==> src/rtl/break_glitch_filter.sv <==
module break_glitch_filter #(
  parameter int SYNC_STAGES = 2
) (
  input  logic       clk,
  input  logic       rst_n,
  input  logic       brk_pin_a,
  input  logic       brk_cmp_a,
  input  logic       pol_a,
  input  logic [3:0] flt_code_a,
  input  logic       brk_pin_b,
  input  logic       brk_cmp_b,
  input  logic       pol_b,
  input  logic [3:0] flt_code_b,
  output logic       brk_a,
  output logic       brk_b
);

  logic [1:0][SYNC_STAGES-1:0] sync_q;
  logic [1:0]                  pin, cmp, pol, hit, tick, flt;
  logic [1:0][3:0]             code, need, cnt;
  logic [1:0][4:0]             mask;
  logic [4:0]                  psc;

  function automatic logic [8:0] decode(input logic [3:0] c);
    case (c)
      4'd1:    decode = {5'd0,  4'd2};
      4'd2:    decode = {5'd0,  4'd4};
      4'd3:    decode = {5'd0,  4'd8};
      4'd4:    decode = {5'd1,  4'd6};
      4'd5:    decode = {5'd1,  4'd8};
      4'd6:    decode = {5'd3,  4'd6};
      4'd7:    decode = {5'd3,  4'd8};
      4'd8:    decode = {5'd7,  4'd6};
      4'd9:    decode = {5'd7,  4'd8};
      4'd10:   decode = {5'd15, 4'd6};
      4'd11:   decode = {5'd15, 4'd8};
      4'd12:   decode = {5'd31, 4'd6};
      4'd0:    decode = {5'd0,  4'd1};
      default: decode = {5'd31, 4'd8};
    endcase
  endfunction

  assign pin  = {brk_pin_b, brk_pin_a};
  assign cmp  = {brk_cmp_b, brk_cmp_a};
  assign pol  = {pol_b, pol_a};
  assign code = {flt_code_b, flt_code_a};

  always_comb begin
    for (int i = 0; i < 2; i++) begin
      {mask[i], need[i]} = decode(code[i]);
      hit[i]  = (sync_q[i][SYNC_STAGES-1] ~^ pol[i]) | (cmp[i] ~^ pol[i]);
      tick[i] = (psc & mask[i]) == mask[i];
    end
  end

  always_ff @(posedge clk or negedge rst_n) begin
    if (!rst_n) begin
      sync_q <= '0;
      psc    <= '0;
      cnt    <= '0;
      flt    <= '0;
    end else begin
      psc <= psc + 5'd1;
      for (int i = 0; i < 2; i++) begin
        sync_q[i] <= {sync_q[i][SYNC_STAGES-2:0], pin[i]};
        if (tick[i]) begin
          if (!hit[i]) begin
            cnt[i] <= '0;
            flt[i] <= 1'b0;
          end else begin
            if (cnt[i] != need[i]) cnt[i] <= cnt[i] + 4'd1;
            if (cnt[i] + 4'd1 >= need[i]) flt[i] <= 1'b1;
          end
        end
      end
    end
  end

  assign brk_a = (flt_code_a == 4'd0) ? hit[0] : flt[0];
  assign brk_b = (flt_code_b == 4'd0) ? hit[1] : flt[1];

endmodule

==> config.mk <==
export PLATFORM = sky130hd
export DESIGN_NAME = break_glitch_filter
export DESIGN_NICKNAME = d
export VERILOG_FILES = /design/src/rtl/break_glitch_filter.sv
export SDC_FILE = /design/constraint.sdc
export NUM_CORES = 1
export LEC_CHECK = 0
export ABC_AREA = 1
export CORE_MARGIN = 10
export CORE_UTILIZATION = 50
export CTS_CLUSTER_DIAMETER = 80
export CTS_CLUSTER_SIZE = 10
export DETAILED_ROUTE_END_ITERATION = 16
export PLACE_DENSITY_LB_ADDON = 0.3
export SKIP_LAST_GASP = 1
export SLEW_MARGIN = 20
export SYNTH_ARGS = -nofsm -noshare
export SYNTH_HDL_FRONTEND = slang
export SYNTH_SLANG_ARGS = --single-unit
==> constraint.sdc <==
create_clock -name clk -period 1.7 [get_ports clk]
set_clock_uncertainty 0.15 [all_clocks]
set_input_delay 0.51 -clock clk [delete_from_list [all_inputs] [get_ports clk]]
set_output_delay 0.51 -clock clk [all_outputs]
set_load 0.02 [all_outputs]
==> flow_summary.json, run 1 <==
{
  "power_frac_seq": 0.260,
  "syn2layout_area_growth_pct": 79.5,
  "ir_drop_v": 0.00103,
  "synth_seq_cells": 19,
  "dp_slack_ps": -1040,
  "core_area_um2": 2780,
  "min_period_over_period": 1.18,
  "std_cell_rows": 19,
  "synth.cell_area_um2": 1460,
  "io_buffers": 17,
  "startpoint_type": "flip-flop",
  "drc": 0,
  "slew_headroom": 0.830,
  "wl_per_cell_um": 22.1,
  "n_antenna_cell": 0,
  "worst-endpoint-required_ps": 1040,
  "vias": 2039,
  "synth_warnings": 0,
  "clkPwrFrac": 0.099,
  "violations": "setup timing",
  "hold_viol": 0,
  "fin_nets": 318,
  "r2r_slack_ps": -200,
  "vias_per_cell": 6.35,
  "layout_commonest_cell": "buf_4",
  "hold_class": "reg -> reg",
  "pwr-share-comb": 0.642,
  "pwr_density_cell_nw_per_um2": 990,
  "dp_hpwl_mm": 2.81,
  "hold_buffers": 0,
  "clk_pin_slew_worst_paths_ps": 120,
  "setup_ws_ps": -312,
  "ctsLongestPathBuffers": 2,
  "cts.sinks": 19,
  "synth_cells": 199,
  "grt_first_pass_wirelength_mm": 7.24,
  "wl_mm": 7.11,
  "die_x_um": 74.1,
  "gp_congestion": 0.830,
  "switching_share": 0.446,
  "antenna_found_initial": 0,
  "synth_fp_nets": 226,
  "cp_max_fo": 2,
  "clock_latency_ps": 330,
  "synth.avg_cell_area_um2": 7.36,
  "grt_pass1_vias": 1706,
  "rsz0062_at_grt": "yes",
  "ant_nets": 0,
  "ios": 18,
  "slew_viol_final": 0,
  "period_needed_ps": 2010,
  "crit_path_end_kind": "output port",
  "drive_gt1_frac": 0.610,
  "cts_tree": "yes",
  "yosysSeqAreaShare": 0.325,
  "fmax_mhz": 497,
  "fin_area_um2": 2630,
  "p_leak_uw": 0.00133,
  "grt_overflow": 0,
  "power.internal_uw": 1440,
  "fin_util": 0.945,
  "die_height_um": 74.1,
  "most-common-layout-cells": "61 x buf_4, 36 x nand2_1, 18 x nand2_2, 18 x nand3_1, 17 x buf_6",
  "grt_max_degree": 20,
  "clock-root-buffer": "clkbuf_4",
  "synth.distinct_cells": 20,
  "globalRouteTotalUtil": 0.159,
  "post_dp_cell_area_um2": 2050,
  "path_class": "reg -> out",
  "status": "complete, but fails checks",
  "h-tree-depth": 1,
  "cp.arrival_ps": 1350,
  "drv_cap": 0,
  "tightest_slew_ps": 255,
  "setup_viol": 12,
  "numCtsBuffers": 3,
  "first_pass_iters": 5,
  "tns_ps": -2170,
  "die_area_um2": 5490,
  "power_switching_uw": 1160,
  "drtIter0Drc": 236,
  "start_util": 0.526
}
## critical path, cell delays in order (launching register included)
cell and delay (ps):
dfrtp_1 440, o21bai_1 220, nand2_2 100, inv_2 80, a21oi_2 60, buf_6 130
## cell families (layout without fill, tap and decap cells)
| group | after synthesis | count (layout) | synth area share |
|---|---|---|---|
| buffers and inverters | 31 | 122 | 0.0795 |
| DFF | 19 | 19 | 0.325 |
| adders and majority gates | 11 | 11 | 0.0940 |
| and+or+nand+nor | 115 | 115 | 0.393 |
| xor gates and xnor gates | 5 | 5 | 0.0299 |
| AOI/OAI and AO/OA | 18 | 18 | 0.0786 |
## through the flow
stage / hold WS (ps) / power (µW) / instances
floorplan: 64.4 / 1210 / 199
global placement: 186 / 1580 / 291
detailed placement: 189 / 1620 / 291
CTS: 217 / 2000 / 312
global route: 230 / 2710 / 321
finish: 215 / 2600 / 321
## worst paths after layout
path | cells after the start | end | start
max | 5 | brk_b | sync_q[3]
min | 0 | sync_q[1] | sync_q[0]
max reg2reg | 8 | flt[1] | cnt[6]
min reg2reg | 0 | sync_q[1] | sync_q[0]
max in group asynchronous | 2 | cnt[4] | rst_n
min in group asynchronous | 2 | cnt[5] | rst_n
## flip-flops by register name (all words and copies together) (netlist names)
register / count
sync_q: 4
flt: 2
psc: 5
cnt: 8
## metal layers
layer | part of all wire | track usage | routed length (µm) | vias up
met5 | 0 | 0 | 0 | -
met4 | 0.056 | 0.0311 | 398 | 0
met3 | 0.083 | 0.0372 | 588 | 57
met2 | 0.50 | 0.295 | 3560 | 175
li1 | - | - | - | 828
met1 | 0.36 | 0.181 | 2560 | 979
## power by group through the flow
| stage | Sequential, µW | Combinational (µW) | Clock [µW] |
|---|---|---|---|
| 5_1_grt | 675 | 1770 | 269 |
| 3_3_place_gp | 615 | 962 | 0 |
| 4_1_cts | 631 | 1130 | 236 |
| 3_5_place_dp | 620 | 999 | 0 |
| 6_report | 675 | 1670 | 257 |
| 2_1_floorplan | 605 | 608 | 0 |
## Yosys cell counts
| master | count | share of area |
|---|---|---|
| a21oi_1 | 10 | 0.034 |
| nand3_1 | 23 | 0.079 |
| xnor2_1 | 1 | 0.0060 |
| xor2_1 | 4 | 0.024 |
| nand2_2 | 9 | 0.038 |
| nand4_1 | 4 | 0.017 |
| nand2_4 | 1 | 0.0077 |
| nand2_1 | 53 | 0.14 |
| dfrtp_1 | 19 | 0.32 |
| o21bai_1 | 4 | 0.021 |
| nand3_2 | 4 | 0.027 |
| nor2_2 | 4 | 0.017 |
| nand3_4 | 2 | 0.024 |
| or2_2 | 2 | 0.0085 |
| nor2_4 | 1 | 0.0077 |
| o221ai_1 | 4 | 0.024 |
| nor2_1 | 12 | 0.031 |
| inv_2 | 5 | 0.013 |
| ha_1 | 11 | 0.094 |
| inv_1 | 26 | 0.067 |
## area by class of cell
type                       instances  area [µm²]
clock inverter                     1        7.51
timing repair buffer              87         741
multi-input combinational        149        1220
sequential                        19         480
fill                              89         154
tap                               31        38.8
clock buffer                       3        22.5
inverter                          31         119
## repair_timing
| item | 4_1_cts | 5_1_grt |
|---|---|---|
| setup endpoints to repair | 12 | 12 |
| buffers inserted | 18 | 12 |
| pin swaps | 43 | 41 |
| resized for setup | 93 | 56 |
Note: power is estimated with default switching activity, not from simulation.
==> inputs of run 2 (changes only) <==
RECOVER_POWER = 100   (was unset)
SLEW_MARGIN = 10   (was 20)
==> flow_summary.json, run 2 (synthesis gave the netlist of run 1 again) <==
{
  "status": "complete, but fails checks",
  "violations": "setup timing",
  "ant_nets": 0,
  "grt_pass1_vias": 1706,
  "largest_register_ffs": 8,
  "grt_first_pass_wirelength_mm": 7.24,
  "grt_overflow": 0,
  "rsz0062_at_grt": "yes",
  "fin_area_um2": 2620,
  "wl_per_cell_um": 22.0,
  "vias_per_cell": 6.21,
  "worst-endpoint-required_ps": 1040,
  "grtUsageMet2": 0.295,
  "fmax_mhz": 498,
  "use_met3": 0.0372,
  "core_area_um2": 2780,
  "drtIter0Drc": 255,
  "post-place-cells": 291,
  "min-delay-start": "sync_q[0]",
  "syn2layout_area_growth_pct": 79.1,
  "slew_headroom": 0.670,
  "antenna_found_initial": 0,
  "numCtsBuffers": 3,
  "cts_tree": "yes",
  "globalRouteTotalUtil": 0.159,
  "r2r_slack_ps": -210,
  "gp_congestion": 0.830,
  "cp_max_fo": 2,
  "drv_cap": 0,
  "layout_commonest_cell": "buf_4",
  "io_buffers": 17,
  "setup_viol": 12,
  "hold_class": "reg -> reg",
  "power_uw": 2590,
  "top_register": "cnt",
  "p_leak_uw": 0.00133,
  "cp.arrival_ps": 1350,
  "pwr_density_cell_nw_per_um2": 988,
  "clk_pin_slew_worst_paths_ps": 120,
  "startpoint_type": "flip-flop",
  "ios": 18,
  "period_needed_ps": 2010,
  "clock-root-buffer": "clkbuf_4",
  "wl_mm": 7.06,
  "drc": 0,
  "busiest_layer": "met2",
  "die_x_um": 74.1,
  "drive_gt1_frac": 0.607,
  "path_class": "reg -> out",
  "h-tree-depth": 1,
  "grtUsageMet1": 0.181,
  "crit_path_end_kind": "output port",
  "post_dp_cell_area_um2": 2050,
  "rr_startpoint": "cnt[6]",
  "slew_viol_final": 0,
  "cts.sinks": 19,
  "critPathLaunch": "sync_q[3]",
  "n_antenna_cell": 0,
  "fillers": 91,
  "tightest_slew_ps": 496,
  "dp_hpwl_mm": 2.81,
  "dp_slack_ps": -1040,
  "min_period_over_period": 1.18,
  "start_util": 0.526,
  "final_cells": 321,
  "fin_nets": 318,
  "std_cell_rows": 19,
  "biggestRegsByFlops": "cnt (8), psc (5), sync_q (4)",
  "die_height_um": 74.1,
  "most-common-layout-cells": "60 x buf_4, 36 x nand2_1, 18 x nand2_2, 18 x nand3_1, 17 x buf_6",
  "die_area_um2": 5490,
  "setup_ws_ps": -310,
  "ir_drop_v": 0.00103,
  "vias": 1994,
  "first_pass_iters": 5,
  "ctsLongestPathBuffers": 2,
  "clock_latency_ps": 330,
  "grt_max_degree": 20,
  "hold_viol": 0
}
==> run 2: cell count changes in the layout (fill, tap and decap cells not counted), sizes merged <==
cell and delta:
buf -1, dlygate4sd3 +3, clkdlybuf4s50 -3, clkbuf +1
==> run 2: timing repair <==
action	4_1_cts	5_1_grt
endpoints found under the setup margin	12	12
pin swaps	43	41
hold buffers	0	0
buffers inserted	18	12
resized for setup	93	56
==> run 2: area by class of cell <==
cell class              count  area [µm²]  area share
flip-flops and latches     19         480       0.183
multi-input cells         149        1220       0.464
well taps                  31        38.8      0.0148
inverters                  31         119      0.0453
repair buffers             87         738       0.281
clock buffers               3        22.5     0.00859
clock inverters             1        7.51     0.00286
==> run 2: final timing paths <==
path                        endpoint  depth (start not counted)
max in group asynchronous     cnt[0]                          2
max                            brk_b                          5
min                        sync_q[1]                          0
max reg2reg                   flt[1]                          8
min reg2reg                sync_q[1]                          0
min in group asynchronous     cnt[1]                          2
==> run 2: report_power, final <==
part | total, µW | leakage [µW] | switching (µW) | internal (µW)
Sequential | 673 | 0.000233 | 133 | 540
Combinational | 1670 | 0.00108 | 857 | 809
Clock | 253 | 0.0000139 | 162 | 90.5
Total | 2590 | 0.00133 | 1150 | 1440
==> run 2: critical path: stages, from the launching register on <==
cell and delay [ps]:
dfrtp_1 440, o21bai_1 220, nand2_2 100, inv_2 80, a21oi_2 60, buf_6 130
==> run 2: metal layers <==
metal	up-vias	wire length, µm	share of wire
li1	827	-	-
met1	967	2550	0.36
met2	151	3600	0.51
met3	49	557	0.079
met4	0	355	0.050
met5	-	0	0
==> run 2: through the flow <==
stage	util	TNS, ps	hold WS, ps
3_5_place_dp	0.735	-9090	189
6_report	0.943	-2260	215
4_1_cts	0.828	-626	217
5_1_grt	0.943	-2810	230
3_3_place_gp	0.735	-8540	186
2_1_floorplan	-	-469	64.4
==> inputs of run 3 (changes only) <==
PLACE_DENSITY = 0.78   (was unset)
PLACE_DENSITY_LB_ADDON = unset   (was 0.3)
==> flow_summary.json, run 3 (synthesis gave the netlist of run 1 again) <==
{
  "biggestRegsByFlops": "cnt (8), psc (5), sync_q (4)",
  "power.internal_uw": 1480,
  "dp_hpwl_mm": 3.02,
  "start_util": 0.526,
  "clock_latency_ps": 320,
  "busiest_layer": "met2",
  "cts_tree": "yes",
  "clkPwrFrac": 0.097,
  "ir_drop_v": 0.00117,
  "grtUsageMet2": 0.374,
  "drv_cap": 0,
  "setup_ws_ps": -367,
  "fin_nets": 320,
  "die_height_um": 74.1,
  "slew_viol_final": 0,
  "layout_commonest_cell": "buf_4",
  "switching_share": 0.446,
  "cp_max_fo": 2,
  "p_leak_uw": 0.00133,
  "drive_gt1_frac": 0.616,
  "crit_family": "flip-flops",
  "wl_per_cell_um": 22.9,
  "setup_viol": 12,
  "violations": "setup timing",
  "crit_path_cell_trace": "o21bai_1, nand2_2, inv_2, a21oi_2, buf_4",
  "cp.arrival_ps": 1410,
  "largest_register_ffs": 8,
  "min_path_cells": 0,
  "grt_overflow": 0,
  "min_to": "sync_q[3]",
  "pwr-share-comb": 0.660,
  "hold_class": "reg -> reg",
  "r2r-end": "flt[0]",
  "globalRouteTotalUtil": 0.200,
  "fmax_mhz": 484,
  "syn2layout_area_growth_pct": 79.5,
  "cpMaxStageDelayCell": "dfrtp_1",
  "power_switching_uw": 1190,
  "dp_slack_ps": -1060,
  "std_cell_rows": 19,
  "crit_buf_inv": 2,
  "antenna_found_initial": 0,
  "grt_pass1_vias": 1977,
  "r2r_slack_ps": -210,
  "status": "complete, but fails checks",
  "min-delay-start": "sync_q[2]",
  "power_frac_seq": 0.243,
  "clock-root-buffer": "clkbuf_4",
  "pwr_density_cell_nw_per_um2": 1020,
  "drc": 0,
  "most-common-layout-cells": "59 x buf_4, 36 x nand2_1, 21 x buf_6",
  "use_met3": 0.0372,
  "io_buffers": 17,
  "rr_startpoint": "cnt[0]",
  "numCtsBuffers": 3,
  "rr_worst_depth": 8,
  "fillers": 84,
  "grt_first_pass_wirelength_mm": 8.83,
  "holdWs_ps": 223,
  "rsz0062_at_grt": "yes",
  "first_pass_iters": 7,
  "hold_viol": 0,
  "min_period_over_period": 1.22,
  "drtIter0Drc": 320,
  "tightest_slew_ps": 529,
  "top_register": "cnt",
  "n_antenna_cell": 0,
  "gp_congestion": 0.837,
  "ios": 18,
  "vias_per_cell": 6.34,
  "vias": 2048,
  "period_needed_ps": 2070,
  "cts.sinks": 19,
  "startpoint_type": "flip-flop",
  "fin_area_um2": 2630,
  "h-tree-depth": 1,
  "wl_mm": 7.38,
  "grt_max_degree": 20,
  "path_class": "reg -> out",
  "clk_pin_slew_worst_paths_ps": 120,
  "ant_nets": 0,
  "slew_headroom": 0.647,
  "grtUsageMet1": 0.208,
  "die_area_um2": 5490,
  "post_dp_cell_area_um2": 2070,
  "crit_path_end_kind": "output port",
  "ctsLongestPathBuffers": 2,
  "worst-endpoint-required_ps": 1040,
  "core_area_um2": 2780,
  "slowest_delay_ps": 420,
  "die_x_um": 74.1
}
[run 3: changes by cell type in the layout (fill, tap and decap cells not counted), moves of 2 or more]
cell	change
buf_6	+4
buf_8	-2
nor2_1	-2
buf_2	+3
[run 3: repair_timing]
item                       in CTS  in global routing
gates cloned                    0                  0
pin swaps                      42                 39
setup buffers                  24                  6
hold buffers                    0                  0
gates resized for setup       102                 53
setup endpoints to repair      12                 12
[run 3: worst max path at each step]
stage	startpoint	slack [ps]	end	depth (start not counted)
after floorplan	flt_code_b[0]	-60	cnt[4]	11
after global placement	flt_code_b[0]	-1020	brk_b	7
after detailed placement	flt_code_b[0]	-1060	brk_b	7
after CTS	sync_q[3]	-180	brk_b	5
after global routing	sync_q[3]	-430	brk_b	5
final	sync_q[3]	-370	brk_b	5
[run 3: metal layers]
metal	part of all wire	vias up
met4	0.080	0
met3	0.097	74
met5	0	-
met1	0.35	935
met2	0.47	202
li1	-	837
[run 3: layout make-up]
cell class	instances	area, µm²	share of cell area
multi-input cells	149	1220	0.465
inverters	31	121	0.0462
flip-flops and latches	19	479	0.182
well taps	31	38.8	0.0148
clock buffers	4	26.3	0.0100
repair buffers	89	739	0.281
[run 3: per-stage QoR]
stage	utilization	total power, µW	std cells	TNS [ps]
floorplan	-	1210	199	-469
global placement	0.744	1610	294	-8440
detailed placement	0.744	1650	294	-9020
CTS	0.865	2150	320	-513
global route	0.945	2800	323	-2760
finish	0.945	2670	323	-2200
[run 3: power by group through the flow]
stage	registers (µW)	logic, µW	clock network, µW
after global routing	659	1870	268
final	650	1760	260
after CTS	601	1290	257
after global placement	612	999	0
after detailed placement	613	1040	0
after floorplan	605	608	0
